==> src/rtl/dbg_watch_pkg.sv <==
package dbg_watch_pkg;
  typedef enum logic [1:0] {
    OP_EQ = 2'd0,
    OP_NE = 2'd1,
    OP_LT = 2'd2,
    OP_GT = 2'd3
  } cmp_op_e;

  typedef struct packed {
    logic    en;
    cmp_op_e op;
  } cmp_ctl_t;

  localparam int N_CMP    = 8;
  localparam int N_IW     = 4;
  localparam int N_DW     = 2;
  localparam int N_WP     = N_IW + N_DW;
  localparam int AW       = 5;
  localparam int REF_BASE = 0;
  localparam int CTL_BASE = 8;
  localparam int WP_BASE  = 16;
  localparam int CNT_LSB  = 8;
endpackage

==> src/rtl/dbg_cmp.sv <==
module dbg_cmp
  import dbg_watch_pkg::*;
#(
  parameter int DW = 32
) (
  input  logic          clk_i,
  input  logic          rst_ni,
  input  logic          ref_we_i,
  input  logic          ctl_we_i,
  input  logic [DW-1:0] wdata_i,
  input  logic [DW-1:0] bus_i,
  input  logic          vld_i,
  output logic          hit_o
);
  logic [DW-1:0] ref_q;
  cmp_ctl_t      ctl_q;
  logic          rel;

  always_ff @(posedge clk_i or negedge rst_ni) begin
    if (!rst_ni) begin
      ref_q <= '0;
      ctl_q <= '0;
    end else begin
      if (ref_we_i) ref_q <= wdata_i;
      if (ctl_we_i) ctl_q <= cmp_ctl_t'(wdata_i[2:0]);
    end
  end

  always_comb begin
    unique case (ctl_q.op)
      OP_EQ:   rel = (bus_i == ref_q);
      OP_NE:   rel = (bus_i != ref_q);
      OP_LT:   rel = (bus_i <  ref_q);
      default: rel = (bus_i >  ref_q);
    endcase
  end

  assign hit_o = ctl_q.en & vld_i & rel;
endmodule

==> src/rtl/dbg_evt_cnt.sv <==
module dbg_evt_cnt #(
  parameter int CW = 8
) (
  input  logic          clk_i,
  input  logic          rst_ni,
  input  logic          load_i,
  input  logic [CW-1:0] load_val_i,
  input  logic          hit_i,
  output logic          fire_o
);
  logic [CW-1:0] reload_q, cnt_q;

  // a load cycle swallows any match in that cycle
  assign fire_o = hit_i & ~load_i & (cnt_q == '0);

  always_ff @(posedge clk_i or negedge rst_ni) begin
    if (!rst_ni) begin
      reload_q <= '0;
      cnt_q    <= '0;
    end else if (load_i) begin
      reload_q <= load_val_i;
      cnt_q    <= load_val_i;
    end else if (hit_i) begin
      cnt_q <= (cnt_q == '0) ? reload_q : cnt_q - 1'b1;
    end
  end
endmodule

==> src/rtl/dbg_watch_unit.sv <==
module dbg_watch_unit
  import dbg_watch_pkg::*;
#(
  parameter int DW = 32,
  parameter int CW = 8
) (
  input  logic              clk_i,
  input  logic              rst_ni,
  input  logic              cfg_we_i,
  input  logic [AW-1:0]     cfg_addr_i,
  input  logic [DW-1:0]     cfg_wdata_i,
  input  logic [DW-1:0]     iaddr_i,
  input  logic              iaddr_vld_i,
  input  logic [DW-1:0]     daddr_i,
  input  logic              daddr_vld_i,
  input  logic [DW-1:0]     ddata_i,
  input  logic              ddata_vld_i,
  output logic [N_WP-1:0]   wp_o,
  output logic              brk_req_o,
  output logic [N_WP-1:0]   brk_src_o
);
  logic [N_CMP-1:0] hit;
  logic [N_WP-1:0]  wp_hit, wp_we, fire, brk_en_q, pair_q;
  logic [N_WP-1:0]  wp_q, src_q;

  for (genvar k = 0; k < N_CMP; k++) begin : g_cmp
    logic [DW-1:0] bus;
    logic          vld;
    if (k < N_IW) begin : g_i
      assign bus = iaddr_i;
      assign vld = iaddr_vld_i;
    end else if (k < N_IW + N_DW) begin : g_da
      assign bus = daddr_i;
      assign vld = daddr_vld_i;
    end else begin : g_dd
      assign bus = ddata_i;
      assign vld = ddata_vld_i;
    end
    dbg_cmp #(.DW(DW)) u_cmp (
      .clk_i   (clk_i),
      .rst_ni  (rst_ni),
      .ref_we_i(cfg_we_i && cfg_addr_i == AW'(REF_BASE + k)),
      .ctl_we_i(cfg_we_i && cfg_addr_i == AW'(CTL_BASE + k)),
      .wdata_i (cfg_wdata_i),
      .bus_i   (bus),
      .vld_i   (vld),
      .hit_o   (hit[k])
    );
  end

  for (genvar k = 0; k < N_WP; k++) begin : g_wp
    localparam int PARTNER = (k < N_IW) ? (k ^ 1) : (k + N_DW);
    assign wp_we[k]  = cfg_we_i && cfg_addr_i == AW'(WP_BASE + k);
    assign wp_hit[k] = hit[k] & (~pair_q[k] | hit[PARTNER]);

    always_ff @(posedge clk_i or negedge rst_ni) begin
      if (!rst_ni) begin
        brk_en_q[k] <= 1'b0;
        pair_q[k]   <= 1'b0;
      end else if (wp_we[k]) begin
        brk_en_q[k] <= cfg_wdata_i[0];
        pair_q[k]   <= cfg_wdata_i[1];
      end
    end

    dbg_evt_cnt #(.CW(CW)) u_cnt (
      .clk_i     (clk_i),
      .rst_ni    (rst_ni),
      .load_i    (wp_we[k]),
      .load_val_i(cfg_wdata_i[CNT_LSB +: CW]),
      .hit_i     (wp_hit[k] & brk_en_q[k]),
      .fire_o    (fire[k])
    );
  end

  always_ff @(posedge clk_i or negedge rst_ni) begin
    if (!rst_ni) begin
      wp_q      <= '0;
      src_q     <= '0;
      brk_req_o <= 1'b0;
    end else begin
      wp_q      <= wp_hit;
      src_q     <= fire;
      brk_req_o <= |fire;
    end
  end

  assign wp_o      = wp_q;
  assign brk_src_o = src_q;
endmodule

==> config.mk <==
export PLATFORM = sky130hd
export DESIGN_NAME = dbg_watch_unit
export DESIGN_NICKNAME = d
export VERILOG_FILES = /design/src/rtl/dbg_watch_pkg.sv /design/src/rtl/dbg_cmp.sv /design/src/rtl/dbg_evt_cnt.sv /design/src/rtl/dbg_watch_unit.sv
export SDC_FILE = /design/constraint.sdc
export NUM_CORES = 1
export LEC_CHECK = 0
export BUFFER_PORTS_ARGS = -buffer_cell sky130_fd_sc_hd__buf_2
export CAP_MARGIN = 20
export CORE_MARGIN = 2
export CORE_UTILIZATION = 50
export DETAILED_ROUTE_END_ITERATION = 6
export PLACE_DENSITY_LB_ADDON = 0.1
export SLEW_MARGIN = 10
export SYNTH_ARGS = -nofsm -noshare
export SYNTH_HDL_FRONTEND = slang
export SYNTH_SLANG_ARGS = --single-unit
==> constraint.sdc <==
create_clock -name clk_i -period 3 [get_ports clk_i]
set_input_delay 0.6 -clock clk_i [delete_from_list [all_inputs] [get_ports clk_i]]
set_output_delay 0.6 -clock clk_i [all_outputs]
set_load 0.01 [all_outputs]
==> reports/qor.csv <==
metric,value,unit
clock.fmax,317,MHz
areaGrowthSynthToFinish,24.9,%
cts.path.max_buffers,3,
tns,-1.31,ns
ys_warn_count,0,
grt_pass1_wl,102,mm
dpl_worst_slack,-0.687,ns
dpl-instance-area,26600,µm²
cts_tree,built,
synth_area_per_cell,9.83,µm²
wl_per_cell,19.4,µm
htree_levels,2,
synth_edf_count,0,
regArea,10000,µm²
violations,"hold timing, setup timing",
path_max_fanout,6,
crit_family,compound AO/OA/AOI/OAI gates,
timing.hold.ws,-0.00862,ns
async_flop_share,1.00,
multi_input_area,13300,µm²
place_congestion,0.881,
viasPerCell,5.61,
skew,0.0157,ns
fin_area,29300,µm²
wl_met3,3.43,mm
yosys.area.top_type_share,0.428,
die_w,221,µm
grt_usage,0.273,
met2RoutedLength,31.1,mm
yosys_most_used_dff,dfrtp_1,
drc_errors,0,
crit_chain,"inv_1, ha_1, nand4_1, buf_6, nor4_4, buf_4, o311ai_4, and4_1, a211o_1, a221oi_4, buf_6, mux2i_1, o21ai_1",
crit_path_end_kind,flop,
finalNetCount,3128,
layout.cells.most_common_list,"401 x dfrtp_1, 322 x nand2_1, 271 x inv_1, 249 x mux2_2, 221 x ha_1",
synthCells,2383,
dr.pass1.iters,6,
fp.dieArea,48600,µm²
crit_path_start_kind,flop,
ys_seq_area_frac,0.428,
start_util,0.504,
chipHeight,221,µm
cts-root-buf,clkbuf_16,
drive_gt1_frac,0.310,
critPathMaxStageDelay,0.41,ns
post-dp-hpwl,45.9,mm
status,"finished, violations left",
timing.final.crit_share,1.05,
worst_slack,-0.151,ns
rows,79,
hold_viol_final,1,
core_area,46500,µm²
leakagePower,14.1,nW
drt_iter0_drc,1220,
grt_setup_unrepaired,yes,
ys_ff_latch,401,
port_buffers,151,
hp-class,in -> async,
period_minus_slack,3.15,ns
crit_top_cell,buf_6,
io_pins,152,
final_common_cell,dfrtp_1,
grt_pass1_vias,19000,
yosys-top-cells-area,"dfrtp_1 43%, ha_1 14%, mux2_2 12%, nand2_1 5.2%, inv_1 4.6%",
syn_nets,2790,
wl,65.2,mm
antenna_found_initial,15,
crit_buf_inv,4,
critPathArrivalTime,3.61,ns
fill_cells,3846,
crit_type,reg -> reg,
synthDistinctLibCells,76,
drtAntennaViolNets,0,
topRoutingLayerUsed,met5,
dr_total_vias,18900,
max_slew_margin,0.424,
overflow,0,
timing.max_cap.violations,0,
cp.required,3.46,ns
grt_max_degree,70,
vdd_ir_drop_max,0.000493,V
syn_area,23400,µm²
fin_util,0.630,
tightest_slew,0.856,ns
setup_viol,17,
yosysTopAreaCell,dfrtp_1,
cts_made_buffers,47,
cts_num_sinks,401,
slew_violations,0,
insertion_delay,0.58,ns
power_density,629,nW/µm²
clk_pin_slew,0.06,ns
routedLengthMet1,29.1,mm
critPathSlowestCell,a221oi_4,
[final cells by class]
type / instances / area share
clock inverters: 11 / 0.00466
multi-input cells: 1624 / 0.456
clock buffers: 66 / 0.0457
diodes: 7 / 0.000598
inverters: 285 / 0.0365
flip-flops and latches: 401 / 0.343
repair buffers: 362 / 0.0882
well taps: 607 / 0.0259
[per-layer routing]
layer / vias up / GRT usage
li1: 9042 / -
met5: - / 0
met1: 9320 / 0.366
met3: 105 / 0.0477
met2: 400 / 0.454
met4: 12 / 0.0791
[power by group]
group          total, W  switching [W]  internal [W]  leakage (nW)
logic           0.00557        0.00294       0.00263          8.32
registers       0.00724       0.000723       0.00652          5.07
clock network   0.00561        0.00228       0.00333         0.726
total            0.0184        0.00594        0.0125          14.1
[cell families after synthesis]
logic type      synth area share
compound gates             0.113
simple gates               0.131
xor+xnor                 0.00262
buf+inv                   0.0578
mux                        0.124
fa+ha+maj                  0.143
flops                      0.428
[what timing repair did]
action | 4_1_cts | 5_1_grt
gates cloned | 2 | 0
setup endpoints to repair | 38 | 55
pin swaps | 59 | 62
setup buffers | 17 | 17
hold buffers | 0 | 0
resized for setup | 70 | 111
[flip-flops by register name, summed over array words and instances, names as in the netlist]
name	flops
brk_en_q	6
brk_req_o	1
brk_src_o	6
g_cmp.u_cmp.ctl_q	24
g_cmp.u_cmp.ref_q	256
g_wp.u_cnt.cnt_q	48
g_wp.u_cnt.reload_q	48
pair_q	6
wp_o	6
[stage by stage]
step	hold WS [ns]	instances	power (W)
floorplan	0.304	2383	0.0106
global placement	0.454	3248	0.0121
detailed placement	0.457	3248	0.0123
CTS	0.00211	3342	0.0182
global route	0.0180	3359	0.0196
finish	-0.00862	3363	0.0184
[cell usage after synthesis (4+ instances only)]
library cell	n
mux2i_1	10
nor2_1	92
nand3_1	50
clkbuf_1	46
a221o_1	5
buf_1	21
mux2_2	249
a21o_1	34
nor4_1	24
or2_2	5
o21ai_0	103
or3_1	4
a22oi_1	5
o21ai_1	24
dfrtp_1	401
nand2_1	324
inv_1	285
ha_1	268
nand4_1	65
and3_1	7
o21a_1	5
o211ai_1	19
a211o_1	5
a211oi_1	16
buf_2	5
a31oi_1	17
nor2b_1	14
or4_1	7
a21oi_1	136
a221oi_1	7
and2_1	6
o31ai_1	12
nand2b_1	9
nor3_1	28
xor2_1	6
[path summary, 6_finish.rpt]
check	startpoint	end	slack [ns]	depth (start not counted)
min in group clk_i	daddr_vld_i	wp_o[5]	0.33	3
worst max-delay path	g_cmp[1].u_cmp.ref_q[30]	g_wp[0].u_cnt.cnt_q[6]	-0.15	13
worst max register to register	g_cmp[1].u_cmp.ref_q[30]	g_wp[0].u_cnt.cnt_q[6]	-0.15	13
max in group asynchronous	rst_ni	g_cmp[7].u_cmp.ref_q[7]	2.14	2
worst min-delay path	rst_ni	g_cmp[0].u_cmp.ref_q[16]	-0.009	1
worst min register to register	g_wp[5].u_cnt.reload_q[2]	g_wp[5].u_cnt.reload_q[2]	0.47	2
(Power assumes the default switching activity.)
